===== src/rtl/locarb_pkg.sv =====
// Package: shared widths and bit positions of the access byte.
// Assumes: one byte per locality view; positions below are fixed by software.
package locarb_pkg;
    localparam int ACC_W       = 8;
    localparam int BIT_VALID   = 7;
    localparam int BIT_ACTIVE  = 5;
    localparam int BIT_SEIZED  = 4;
    localparam int BIT_SEIZE   = 3;
    localparam int BIT_PEND    = 2;
    localparam int BIT_REQ     = 1;
    localparam int BIT_NOTEST  = 0;
    localparam logic [ACC_W-1:0] ABSENT_VAL = 8'hFF;
endpackage


===== src/rtl/locarb_owner.sv =====
// Module: locarb_owner
// Holds the owner register and decides between seize, release and grant.
// Assumes: at most one write per cycle; wr_idx is meaningful only when wr_ok.
module locarb_owner #(
    parameter int NUM_LOC = 5,
    parameter int IDX_W   = $clog2(NUM_LOC)
) (
    input  logic               clk,
    input  logic               rst_n,
    input  logic               wr_ok,
    input  logic [IDX_W-1:0]   wr_idx,
    input  logic               seize_cmd,
    input  logic               release_cmd,
    input  logic [NUM_LOC-1:0] req_vec,
    output logic               own_vld,
    output logic [IDX_W-1:0]   own_idx,
    output logic               seize_take,
    output logic               grant_take,
    output logic [IDX_W-1:0]   grant_idx
);
    logic release_take;

    // Priority pick: the highest-numbered requester wins.
    always_comb begin
        grant_idx = '0;
        for (int i = 0; i < NUM_LOC; i++) begin
            if (req_vec[i]) grant_idx = IDX_W'(i);
        end
    end

    // Decide which ownership event applies this cycle.
    always_comb begin
        seize_take   = wr_ok && seize_cmd && (!own_vld || (own_idx < wr_idx));
        release_take = wr_ok && release_cmd && own_vld && (own_idx == wr_idx);
        grant_take   = !own_vld && !seize_take && (|req_vec);
    end

    // Owner register update: seize, then release, then grant.
    always_ff @(posedge clk) begin
        if (!rst_n) begin
            own_vld <= 1'b0;
            own_idx <= '0;
        end else if (seize_take) begin
            own_vld <= 1'b1;
            own_idx <= wr_idx;
        end else if (release_take) begin
            own_vld <= 1'b0;
        end else if (grant_take) begin
            own_vld <= 1'b1;
            own_idx <= grant_idx;
        end
    end

    // an accepted seize makes the writer the owner after the edge.
    a_r6_seize_owns: assert property (@(posedge clk) disable iff (!rst_n)
        seize_take |=> (own_vld && own_idx == $past(wr_idx)));

    // the owner's release leaves the device free after the edge.
    a_r5_release_frees: assert property (@(posedge clk) disable iff (!rst_n)
        (wr_ok && release_cmd && own_vld && own_idx == wr_idx) |=> !own_vld);

    // ownership appears only after a pending request or a seize.
    a_r4_grant_from_free: assert property (@(posedge clk) disable iff (!rst_n)
        (own_vld && !$past(own_vld)) |-> ($past(|req_vec) || $past(wr_ok && seize_cmd)));

    // the owner index always names a real locality.
    a_r2_owner_in_range: assert property (@(posedge clk) disable iff (!rst_n)
        own_vld |-> (int'(own_idx) < NUM_LOC));
endmodule


===== src/rtl/locarb_flags.sv =====
// Module: locarb_flags
// Per-locality request and sticky seized flags.
// Assumes: the set and clear vectors are formed by the top; clear wins on requests.
module locarb_flags #(
    parameter int NUM_LOC = 5,
    parameter int IDX_W   = $clog2(NUM_LOC)
) (
    input  logic               clk,
    input  logic               rst_n,
    input  logic [NUM_LOC-1:0] req_set,
    input  logic [NUM_LOC-1:0] req_clr,
    input  logic [NUM_LOC-1:0] sz_set,
    input  logic [NUM_LOC-1:0] sz_clr,
    input  logic               own_vld,
    input  logic [IDX_W-1:0]   own_idx,
    output logic [NUM_LOC-1:0] req_q,
    output logic [NUM_LOC-1:0] sz_q
);
    // Request flags: a new request is set, a grant or a seize clears it.
    always_ff @(posedge clk) begin
        if (!rst_n) req_q <= '0;
        else        req_q <= (req_q | req_set) & ~req_clr;
    end

    // Seized flags: set on displacement, cleared only by their own locality.
    always_ff @(posedge clk) begin
        if (!rst_n) sz_q <= '0;
        else        sz_q <= (sz_q & ~sz_clr) | sz_set;
    end

    // the current owner never has a request outstanding.
    a_r3_owner_no_req: assert property (@(posedge clk) disable iff (!rst_n)
        own_vld |-> !((req_q >> own_idx) & 1'b1));

    // a seized flag rises only when a lower owner was displaced.
    a_r7_seized_cause: assert property (@(posedge clk) disable iff (!rst_n)
        (|(sz_q & ~$past(sz_q))) |-> $past(own_vld) && (own_idx != $past(own_idx)));
endmodule


===== src/rtl/locarb_readback.sv =====
// Module: locarb_readback
// Builds the access byte seen by one locality from the registered state.
// Assumes: purely combinational; reads have no side effects.
module locarb_readback
    import locarb_pkg::*;
#(
    parameter int NUM_LOC = 5,
    parameter int IDX_W   = $clog2(NUM_LOC),
    parameter int LOC_W   = 4
) (
    input  logic [LOC_W-1:0]   rd_loc,
    input  logic               dev_present,
    input  logic               os_established,
    input  logic               own_vld,
    input  logic [IDX_W-1:0]   own_idx,
    input  logic [NUM_LOC-1:0] req_q,
    input  logic [NUM_LOC-1:0] sz_q,
    output logic [ACC_W-1:0]   rd_data
);
    logic [NUM_LOC-1:0] sel;
    logic               rd_ok;

    // One-hot select of the locality being read.
    always_comb begin
        for (int i = 0; i < NUM_LOC; i++) sel[i] = (int'(rd_loc) == i);
        rd_ok = dev_present && (int'(rd_loc) < NUM_LOC);
    end

    // Assemble the status byte or the absent pattern.
    always_comb begin
        rd_data = ABSENT_VAL;
        if (rd_ok) begin
            rd_data             = '0;
            rd_data[BIT_VALID]  = 1'b1;
            rd_data[BIT_ACTIVE] = own_vld && sel[own_idx];
            rd_data[BIT_SEIZED] = |(sz_q & sel);
            rd_data[BIT_PEND]   = |(req_q & ~sel);
            rd_data[BIT_REQ]    = |(req_q & sel);
            rd_data[BIT_NOTEST] = !os_established;
        end
    end
endmodule


===== src/rtl/locarb_top.sv =====
// Module: locarb_top
// Locality ownership arbiter for a shared coprocessor access register.
// Assumes: one write per cycle; higher locality number has higher priority.
module locarb_top
    import locarb_pkg::*;
#(
    parameter int NUM_LOC = 5,
    parameter int LOC_W   = 4,
    localparam int IDX_W  = (NUM_LOC > 1) ? $clog2(NUM_LOC) : 1
) (
    input  logic             clk,
    input  logic             rst_n,
    input  logic             dev_present,
    input  logic             os_established,
    input  logic             wr_en,
    input  logic [LOC_W-1:0] wr_loc,
    input  logic [ACC_W-1:0] wr_data,
    input  logic [LOC_W-1:0] rd_loc,
    output logic [ACC_W-1:0] rd_data
);
    logic               wr_ok;
    logic [IDX_W-1:0]   wr_idx;
    logic               own_vld;
    logic [IDX_W-1:0]   own_idx;
    logic               seize_take;
    logic               grant_take;
    logic [IDX_W-1:0]   grant_idx;
    logic [NUM_LOC-1:0] req_q, sz_q;
    logic [NUM_LOC-1:0] req_set, req_clr, sz_set, sz_clr;

    // Qualify the write: the index must name a real locality.
    always_comb begin
        wr_ok  = wr_en && (int'(wr_loc) < NUM_LOC);
        wr_idx = IDX_W'(wr_loc);
    end

    // Per-locality set and clear strobes for the flag registers.
    for (genvar g = 0; g < NUM_LOC; g++) begin : g_loc
        logic hit, is_own;
        assign hit        = wr_ok && (wr_idx == IDX_W'(g));
        assign is_own     = own_vld && (own_idx == IDX_W'(g));
        assign req_set[g] = hit && wr_data[BIT_REQ] && !seize_take && !is_own;
        assign req_clr[g] = (grant_take && grant_idx == IDX_W'(g)) || (seize_take && hit);
        assign sz_set[g]  = seize_take && is_own;
        assign sz_clr[g]  = hit && wr_data[BIT_SEIZED];
    end

    locarb_owner #(.NUM_LOC(NUM_LOC), .IDX_W(IDX_W)) u_owner (
        .clk(clk), .rst_n(rst_n), .wr_ok(wr_ok), .wr_idx(wr_idx),
        .seize_cmd(wr_data[BIT_SEIZE]), .release_cmd(wr_data[BIT_ACTIVE]),
        .req_vec(req_q), .own_vld(own_vld), .own_idx(own_idx),
        .seize_take(seize_take), .grant_take(grant_take), .grant_idx(grant_idx)
    );

    locarb_flags #(.NUM_LOC(NUM_LOC), .IDX_W(IDX_W)) u_flags (
        .clk(clk), .rst_n(rst_n), .req_set(req_set), .req_clr(req_clr),
        .sz_set(sz_set), .sz_clr(sz_clr), .own_vld(own_vld), .own_idx(own_idx),
        .req_q(req_q), .sz_q(sz_q)
    );

    locarb_readback #(.NUM_LOC(NUM_LOC), .IDX_W(IDX_W), .LOC_W(LOC_W)) u_rd (
        .rd_loc(rd_loc), .dev_present(dev_present), .os_established(os_established),
        .own_vld(own_vld), .own_idx(own_idx), .req_q(req_q), .sz_q(sz_q),
        .rd_data(rd_data)
    );

    // a seize taken while free suppresses the grant of that cycle.
    a_r11_seize_beats_grant: assert property (@(posedge clk) disable iff (!rst_n)
        (seize_take && !own_vld && (|req_q)) |=> (own_idx == $past(wr_idx)));
endmodule


===== config.mk =====
export PLATFORM = sky130hd
export DESIGN_NAME = locarb_top
export DESIGN_NICKNAME = d
export VERILOG_FILES = /design/src/rtl/locarb_pkg.sv /design/src/rtl/locarb_owner.sv /design/src/rtl/locarb_flags.sv /design/src/rtl/locarb_readback.sv /design/src/rtl/locarb_top.sv
export SDC_FILE = /design/constraint.sdc
export NUM_CORES = 1
export LEC_CHECK = 0
export BUFFER_PORTS_ARGS = -buffer_cell sky130_fd_sc_hd__buf_2
export CORE_MARGIN = 2
export CORE_UTILIZATION = 57
export DETAILED_ROUTE_END_ITERATION = 10
export PLACE_DENSITY = 0.84
export SYNTH_ARGS = -nofsm -noshare
export SYNTH_HDL_FRONTEND = slang
export SYNTH_SLANG_ARGS = --single-unit
export TNS_END_PERCENT = 20

===== constraint.sdc =====
create_clock -name clk -period 3.1 [get_ports clk]
set_clock_uncertainty 0.15 [all_clocks]
set_input_delay 0.155 -clock clk [delete_from_list [all_inputs] [get_ports clk]]
set_output_delay 0.155 -clock clk [all_outputs]
set_load 0.05 [all_outputs]

==> impl_metrics.toml, run 1 <==
[die]
fp.coreArea_um2 = 2000
die_h_um = 50.4
die_area_um2 = 2540
io_pins = 29
die_x_um = 50.4
initial_core_util_pct = 61.2
row_count = 16

[routing]
wl_per_cell_um = 16.9
via_per_inst = 6.93
dr.pass1.iters = 4
wl_mm = 3.33
ant_nets = 0
drt_iter0_drc = 80
drc = 0
num_vias = 1366

[sta]
hold_viol = 0
rsz0062_at_grt = "no"
fin_setup_tns_ps = 0
period_share_pct = 70.1
setup_viol = 0
relSlewSlack_pct = 65.4
slew_violations = 0
min_period_ps = 2170
fmax_mhz = 460
tightest_slew_ps = 512
fin_ws_ps = 926

[place]
gp_congestion = 0.939
hpwlAfterDp_mm = 2.37
place_area_um2 = 1300
post-place-ws_ps = 1160
portBuffers = 23

[clocking]
postCtsHoldBufs = 0
ctsResizeCount = 0
cts_tree = "done"
numCtsBuffers = 3
cts.sinks = 14
cts_setup_buffers = 0
clockBufferDepth = 2
htree_levels = 1
clk_pin_slew_worst_paths_ps = 90
clock_latency_ps = 290
root_buffer = "clkbuf_4"

[power_and_ir_drop]
max-vdd-ir-drop_mv = 0.258
p_sw_w = 0.000150
p_seq_share_pct = 43.4
power_density_nw_per_um2 = 335
pwr-share-clk_pct = 31.1
internal-power_w = 0.000298
p_comb_share_pct = 25.5
p_leak_nw = 0.534
swShare_pct = 33.4

[critical_path]
r2r_cells = 6
end_kind = "output pin"
cp-start-kind = "register"
path_class = "register to output pin"
required_ps = 2790
cp.arrival_ps = 1870
cp_max_fo = 13

[grt]
first_global_vias = 1238
track_usage_pct = 27.9
grt_max_degree = 15
gr-total-overflow = 0
antenna_found_initial = 0
grt_first_pass_wirelength_mm = 5.47

[cells_and_area]
final_cell_mix = "23 x buf_2, 15 x nand2_1, 14 x dfxtp_1"
drive_gt1_share_pct = 22.4
areaGrowthSynthToFinish_pct = 9.08
final_nets = 195
final_common_cell = "buf_2"
antenna_cells = 0
final_cell_area_um2 = 1340

[logic_synthesis]
yosysSeqAreaShare_pct = 22.9
synth-edff-count = 0
synth_top_cell_area_share_pct = 22.9
synth_cells = 154
async_flop_share_pct = 0
yosys.cell_types.count = 55
yosys_most_used_dff = "dfxtp_1"
synth_top_area_cell = "dfxtp_1"
ys_ff_latch = 14
ys_warn_count = 0
synth_nets = 178
syn-cell-area_um2 = 1230
syn_area_per_cell_um2 = 7.96
ys_top_cells_by_area = "dfxtp_1 23%, nand2_1 4.6%, a211oi_1 3.1%"

[job]
max_cap_viol_count = 0

[hold_path]
hold_path_depth = 2
hp-class = "input port to register"

[run_status]
status = "completed"
per-stage QoR:
stage	instances	hold slack, ps	util [%]	total power (W)
after detailed placement	193	297	65.0	0.000310
after CTS	197	9.53	66.8	0.000444
final	197	6.73	66.8	0.000448
after floorplan	154	105	-	0.000280
after global placement	193	297	65.0	0.000305
after global routing	197	10.6	66.8	0.000463
flip-flops by register name (all words and copies together), names as in the netlist:
signal           count
u_flags.req_q        5
u_flags.sz_q         5
u_owner.own_idx      3
u_owner.own_vld      1
synth_stat cells, types with 3 or more instances:
cell and instances:
a211oi_1 5, a22oi_1 4, nand3_1 7, o22ai_1 3
a32oi_1 3, and3_1 3, nand2_1 15, dfxtp_1 14
nor2_1 7, mux2i_1 3, nor4bb_1 3, inv_1 6
a31oi_1 3, nand2b_1 3, clkbuf_1 4, ha_1 3
o21ai_0 7, nor3_1 6, buf_6 3, a21oi_1 7
layer usage:
metal	vias up	wire length [um]	track usage, %
met3	20	315	3.27
met5	-	0	0
met1	623	1340	32.5
met2	97	1570	50.4
li1	626	-	-
met4	0	99	13.1
cell families after synthesis:
group / Yosys count / synth area share (%)
xor+xnor: 2 / 1.43
simple gates: 63 / 31.8
other cells: 1 / 0.306
buf+inv: 17 / 7.86
fa+ha+maj: 3 / 3.06
mux: 5 / 4.29
compound gates: 49 / 28.4
flops: 14 / 22.9
layout make-up:
cell class,count,area [um2]
Clock buffer,4,36.3
Timing Repair Buffer,23,115
Fill cell,180,664
Tap cell,27,33.8
Sequential cell,14,280
Inverter,6,22.5
Multi-Input combinational cell,123,850
worst max-delay path, stage by stage, from the launching register on:
cell      delay (ps)
dfxtp_1          550
nor4bb_1         540
a21oi_1          140
nand2_1           90
buf_2            260
final timing paths:
path         slack, ps                             from                      endpoint
max                930     u_owner.own_vld$_SDFFE_PN0P_                    rd_data[5]
min                  7                        wr_loc[2]   u_flags.req_q[4]$_SDFF_PN0_
max reg2reg       1130  u_owner.own_idx[0]$_SDFFE_PN0P_  u_owner.own_vld$_SDFFE_PN0P_
min reg2reg        310       u_flags.sz_q[4]$_SDFF_PN0_    u_flags.sz_q[4]$_SDFF_PN0_
power groups by stage:
stage / Combinational, W / Sequential, W / Clock [W]
final: 0.000114 / 0.000194 / 0.000139
after global routing: 0.000123 / 0.000195 / 0.000145
after CTS: 0.000112 / 0.000194 / 0.000137
after detailed placement: 0.000112 / 0.000198 / 0
after global placement: 0.000107 / 0.000197 / 0
after floorplan: 0.0000879 / 0.000192 / 0
No activity file was read; power rests on OpenSTA's default activity.
==> run 2, diff against run 1 <==
- CORE_UTILIZATION: 57 -> 48
- PLACE_DENSITY: 0.84 -> 0.75
- clock period: 3.1 -> 1.8 ns (I/O delays scaled with it)
==> run 2 against run 1 <==
Effect of this change:
- worst setup slack lost 870 ps
- first-iteration DRC count is 41% lower
- clock power rose by 70%
- hold slack gained 40 ps
- critical endpoint is now rd_data[1]
- core utilization down 5.6 points
- sequential cell count stayed put
- critical path type unchanged
- register-to-register slack worse by 1000 ps
- cell count up 8.1%
==> impl_metrics.toml, run 2 (synthesis results as in run 1) <==
[cells_and_area]
nFillCells = 232
areaGrowthSynthToFinish_pct = 22.6
final_cell_mix = "21 x buf_2, 15 x nand2_1, 10 x buf_4, 10 x dfxtp_1"
drive_gt1_share_pct = 30.1
final_cell_area_um2 = 1500
final_common_cell = "buf_2"
antenna_cells = 0
final_nets = 208
stdcell_count = 213
final_core_util_pct = 61.2
regArea_um2 = 285
largestRegisters = "u_flags.req_q: 5 flops, u_flags.sz_q: 5 flops, u_owner.own_idx: 3 flops"
multi_input_area_um2 = 890

[sta]
fmax_mhz = 574
tightest_slew_ps = 539
timing.hold.ws_ps = 47.1
fin_ws_ps = 58.9
period_share_pct = 96.7
slew_violations = 0
relSlewSlack_pct = 63.6
min_period_ps = 1740
setup_viol = 0
rsz0062_at_grt = "yes"
hold_viol = 0

[power_and_ir_drop]
p_sw_w = 0.000259
internal-power_w = 0.000537
p_leak_nw = 0.610
swShare_pct = 32.5
p_comb_share_pct = 29.3
pwr-share-clk_pct = 29.7
max-vdd-ir-drop_mv = 0.488
power_density_nw_per_um2 = 530
p_seq_share_pct = 41.0

[clocking]
numCtsBuffers = 3
root_buffer = "clkbuf_4"
cts.sinks = 14
clock_latency_ps = 290
clockBufferDepth = 2
cts_tree = "done"
clk_pin_slew_worst_paths_ps = 90
htree_levels = 1

[die]
initial_core_util_pct = 49.9
die_area_um2 = 2970
fp.coreArea_um2 = 2450
io_pins = 29
die_x_um = 54.5
row_count = 18
die_h_um = 54.5

[routing]
ant_nets = 0
wl_mm = 3.34
drt_iter0_drc = 47
via_per_inst = 6.31
drc = 0
wl_per_cell_um = 15.7
dr.pass1.iters = 5
num_vias = 1343

[critical_path]
required_ps = 1560
path_class = "register to output pin"
cp_max_fo = 6
end_kind = "output pin"
cp.arrival_ps = 1500
cp-start-kind = "register"

[grt]
grt_first_pass_wirelength_mm = 5.33
track_usage_pct = 25.1
first_global_vias = 1170
grt_max_degree = 15
antenna_found_initial = 0
gr-total-overflow = 0

[place]
hpwlAfterDp_mm = 2.43
post-place-ws_ps = 32.7
gp_congestion = 0.930
portBuffers = 23
place_inst = 204
place_area_um2 = 1370

[hold_path]
hp-class = "input port to register"

[job]
max_cap_viol_count = 0

[run_status]
status = "completed"
-- run 2: cell count changes in the layout (fill, tap and decap cells not counted), sizes merged --
| cell | before | now |
|---|---|---|
| buf | 23 | 32 |
| dlygate4sd3 | 0 | 4 |
-- run 2: worst paths after layout --
path         slack [ps]                          end  depth (start not counted)                       startpoint
min reg2reg         320   u_flags.sz_q[4]$_SDFF_PN0_                          2       u_flags.sz_q[4]$_SDFF_PN0_
max reg2reg          90  u_flags.req_q[0]$_SDFF_PN0_                          5  u_owner.own_idx[2]$_SDFFE_PN0P_
min                  50   u_flags.sz_q[2]$_SDFF_PN0_                          3                       wr_data[4]
max                  60                   rd_data[1]                          4      u_flags.req_q[0]$_SDFF_PN0_
-- run 2: power groups by stage --
stage | Sequential (W) | Combinational (W) | Clock (W)
global placement | 0.000332 | 0.000207 | 0
CTS | 0.000326 | 0.000224 | 0.000243
finish | 0.000327 | 0.000233 | 0.000236
floorplan | 0.000331 | 0.000152 | 0
global route | 0.000327 | 0.000253 | 0.000260
detailed placement | 0.000332 | 0.000212 | 0
-- run 2: stage by stage --
step	TNS [ps]	power, W
after floorplan	-258	0.000483
after global placement	0	0.000539
after detailed placement	0	0.000544
after CTS	0	0.000792
after global routing	-2.52	0.000841
final	0	0.000796
-- run 2: area by class of cell --
cell class                 count  share of cell area [%]
sequential                    14                    19.0
clock buffer                   4                    2.41
inverter                       6                    1.50
multi-input combinational    123                    59.2
timing repair buffer          36                    15.4
tap                           30                    2.50
-- run 2: metal layers --
metal,vias up,GRT usage [%],wire length [um]
met4,0,10.4,58
met5,-,0,0
met2,57,42.4,1640
met3,8,3.83,194
met1,628,31.7,1450
li1,650,-,-
-- run 2: worst max-delay path, cell delays in order (launching register included) --
cell and delay, ps:
dfxtp_1 380, mux2_2 280, a221oi_1 230, o21ai_1 100, buf_2 220
-- run 2: what timing repair did --
item / 4_1_cts / 5_1_grt
pin swaps: 1 / 5
hold buffers: 4 / 0
endpoints found under the setup margin: 1 / 13
gates resized for setup: 3 / 12
buffers inserted: 1 / 0
endpoints found under the hold margin: 4 / 0
==> run 3, diff against run 2 <==
- ABC_AREA: unset -> 1
- CORE_UTILIZATION: 48 -> 47
==> run 3 against run 2 <==
Effect of this change:
- sequential cell count did not move
- via count fell by 1.6%
- register-to-register slack better by 70 ps
- sequential share of layout area rose by 0.93 points
- largest cell class unchanged
- largest power group unchanged
==> impl_metrics.toml, run 3 <==
[logic_synthesis]
async_flop_share_pct = 0
ys_top_cells_by_area = "dfxtp_1 24%, nand2_1 18%, nand3_1 11%"
synth_cells = 202
synth_nets = 226
syn-cell-area_um2 = 1170
ys_warn_count = 0
synth-edff-count = 0
yosys.cell_types.count = 25
ys_ff_latch = 14
yosys_most_used_dff = "dfxtp_1"
synth_common_cells = "57 x nand2_1, 30 x nor2_1, 25 x inv_1, 25 x nand3_1, 14 x dfxtp_1"
yosysSeqAreaShare_pct = 23.9
synth_top_area_cell = "dfxtp_1"
syn_area_per_cell_um2 = 5.80
synth_top_cell_area_share_pct = 23.9
yosysMostFrequentCell = "nand2_1"

[critical_path]
cp.arrival_ps = 1480
reg2reg_from = "u_owner.own_idx[2]$_SDFFE_PN0P_"
end_kind = "output pin"
cp-start-kind = "register"
slowest_stage = "dfxtp_1"
path_class = "register to output pin"
r2r_cells = 9
worstPathCellList = "buf_4, nor2_4, nand3_1, inv_1, a21oi_1, o21ai_1, buf_6"
reg2reg_slack_ps = 160
required_ps = 1560
r2r_end = "u_owner.own_idx[2]$_SDFFE_PN0P_"
max_stage_delay_ps = 330
cp_max_fo = 4

[cells_and_area]
final_common_cell = "nand2_1"
drive_gt1_share_pct = 19.0
final_nets = 257
areaGrowthSynthToFinish_pct = 20.1
largestRegisters = "u_flags.req_q: 5 flops, u_flags.sz_q: 5 flops, u_owner.own_idx: 3 flops"
final_core_util_pct = 58.4
final_cell_area_um2 = 1410
stdcell_count = 262
nFillCells = 249
antenna_cells = 0
final_cell_mix = "57 x nand2_1, 28 x nor2_1, 25 x inv_1, 25 x nand3_1, 22 x buf_2"

[place]
place_area_um2 = 1340
gp_congestion = 0.936
post-place-ws_ps = 131
hpwlAfterDp_mm = 2.36
place_inst = 256
portBuffers = 23

[power_and_ir_drop]
p_leak_nw = 0.666
max-vdd-ir-drop_mv = 0.467
power_density_nw_per_um2 = 561

[clocking]
clockBufferDepth = 2
root_buffer = "clkbuf_4"
clk_pin_slew_worst_paths_ps = 90
htree_levels = 1
cts.sinks = 14
cts_tree = "done"
numCtsBuffers = 3
clock_latency_ps = 290

[routing]
ant_nets = 0
dr.pass1.iters = 4
num_vias = 1322
via_per_inst = 5.05
drt_iter0_drc = 29
wl_mm = 2.98
drc = 0
wl_per_cell_um = 11.4

[hold_path]
hp-class = "input port to register"
hold_path_depth = 4
holdCritStartpoint = "wr_data[5]"
whs_endpoint = "u_owner.own_vld$_SDFFE_PN0P_"

[grt]
gr-usage-met3_pct = 4.72
first_global_vias = 1243
grt_first_pass_wirelength_mm = 5.17
antenna_found_initial = 0
gr-total-overflow = 0
track_usage_pct = 24.3
grtUsageMet1_pct = 29.9
grtUsageMet2_pct = 42.7
grt.busiest_layer = "met2"
grt_max_degree = 12

[sta]
setup_viol = 0
slew_violations = 0
hold_viol = 0
min_period_ps = 1720
tightest_slew_ps = 533
relSlewSlack_pct = 64.2
fin_ws_ps = 81.3
fmax_mhz = 582
period_share_pct = 95.5
rsz0062_at_grt = "yes"

[die]
initial_core_util_pct = 48.7
die_area_um2 = 2910
row_count = 18
io_pins = 29
fp.coreArea_um2 = 2410
die_x_um = 53.9
die_h_um = 53.9

[job]
max_cap_viol_count = 0

[run_status]
status = "completed"
run 3: cell types whose count changed in the layout (fill, tap and decap cells not counted), moves of 4 or more:
cell / before / now
buf_4: 10 / 4
dfxtp_2: 4 / 0
nor2_4: 1 / 5
nor2_1: 7 / 28
a211oi_1: 5 / 0
nand2_1: 15 / 57
a21oi_1: 6 / 12
inv_1: 6 / 25
dfxtp_1: 10 / 14
a22oi_1: 4 / 0
nand3_1: 7 / 25
run 3: layer usage:
| metal | part of all wire, % | routed length (um) |
|---|---|---|
| met5 | 0 | 0 |
| met4 | 1.3 | 40 |
| met3 | 4.1 | 121 |
| met2 | 48 | 1440 |
| met1 | 46 | 1380 |
run 3: how the worst max path moves through the flow:
stage,startpoint,endpoint
floorplan,u_owner.own_vld$_SDFFE_PN0P_,rd_data[5]
global placement,wr_loc[2],u_owner.own_idx[2]$_SDFFE_PN0P_
detailed placement,wr_loc[2],u_owner.own_idx[2]$_SDFFE_PN0P_
CTS,u_owner.own_idx[1]$_SDFFE_PN0P_,rd_data[5]
global route,u_owner.own_idx[1]$_SDFFE_PN0P_,rd_data[5]
finish,u_owner.own_idx[1]$_SDFFE_PN0P_,rd_data[5]
run 3: where the power goes:
part           leakage (nW)  switching [W]  internal (W)
registers             0.113     0.00000804      0.000319
clock network        0.0210       0.000111      0.000123
logic                 0.532       0.000152     0.0000770
run 3: repair_timing:
action / 4_1_cts / 5_1_grt
pin swaps: 0 / 0
endpoints found under the setup margin: 1 / 3
resized for setup: 2 / 3
hold buffers: 2 / 0
hold endpoints to repair: 13 / 0
setup buffers: 0 / 0
run 3: layout make-up:
cell class	count	area, um2	area share, %
inverters	25	93.8	6.67
multi-input cells	160	788	56.0
repair buffers	29	171	12.2
well taps	30	37.5	2.67
flip-flops and latches	14	280	19.9
clock buffers	4	36.3	2.58
run 3: metrics by stage:
step           hold WS, ps  power, W  setup TNS [ps]
2_1_floorplan          111  0.000485               0
3_3_place_gp           288  0.000548               0
3_5_place_dp           285  0.000549               0
4_1_cts               22.9  0.000787               0
5_1_grt               60.3  0.000837           -18.5
6_report              20.0  0.000790               0
run 3: kinds of logic (layout without fill, tap and decap cells):
logic type,Yosys count,count (layout),synth area share [%]
AO/OA/AOI/OAI,27,27,13.0
adder cells (fa/ha/maj),3,3,3.20
buffers and inverters,28,58,9.71
flip-flops,14,14,23.9
other,1,1,0.320
AND/OR/NAND/NOR,129,129,49.8
run 3: worst max-delay path: cells and delay by family (launching register included):
family,cells,cell delay [ps]
buf+inv,3,420
flops,1,330
simple gates,2,280
compound gates,2,160
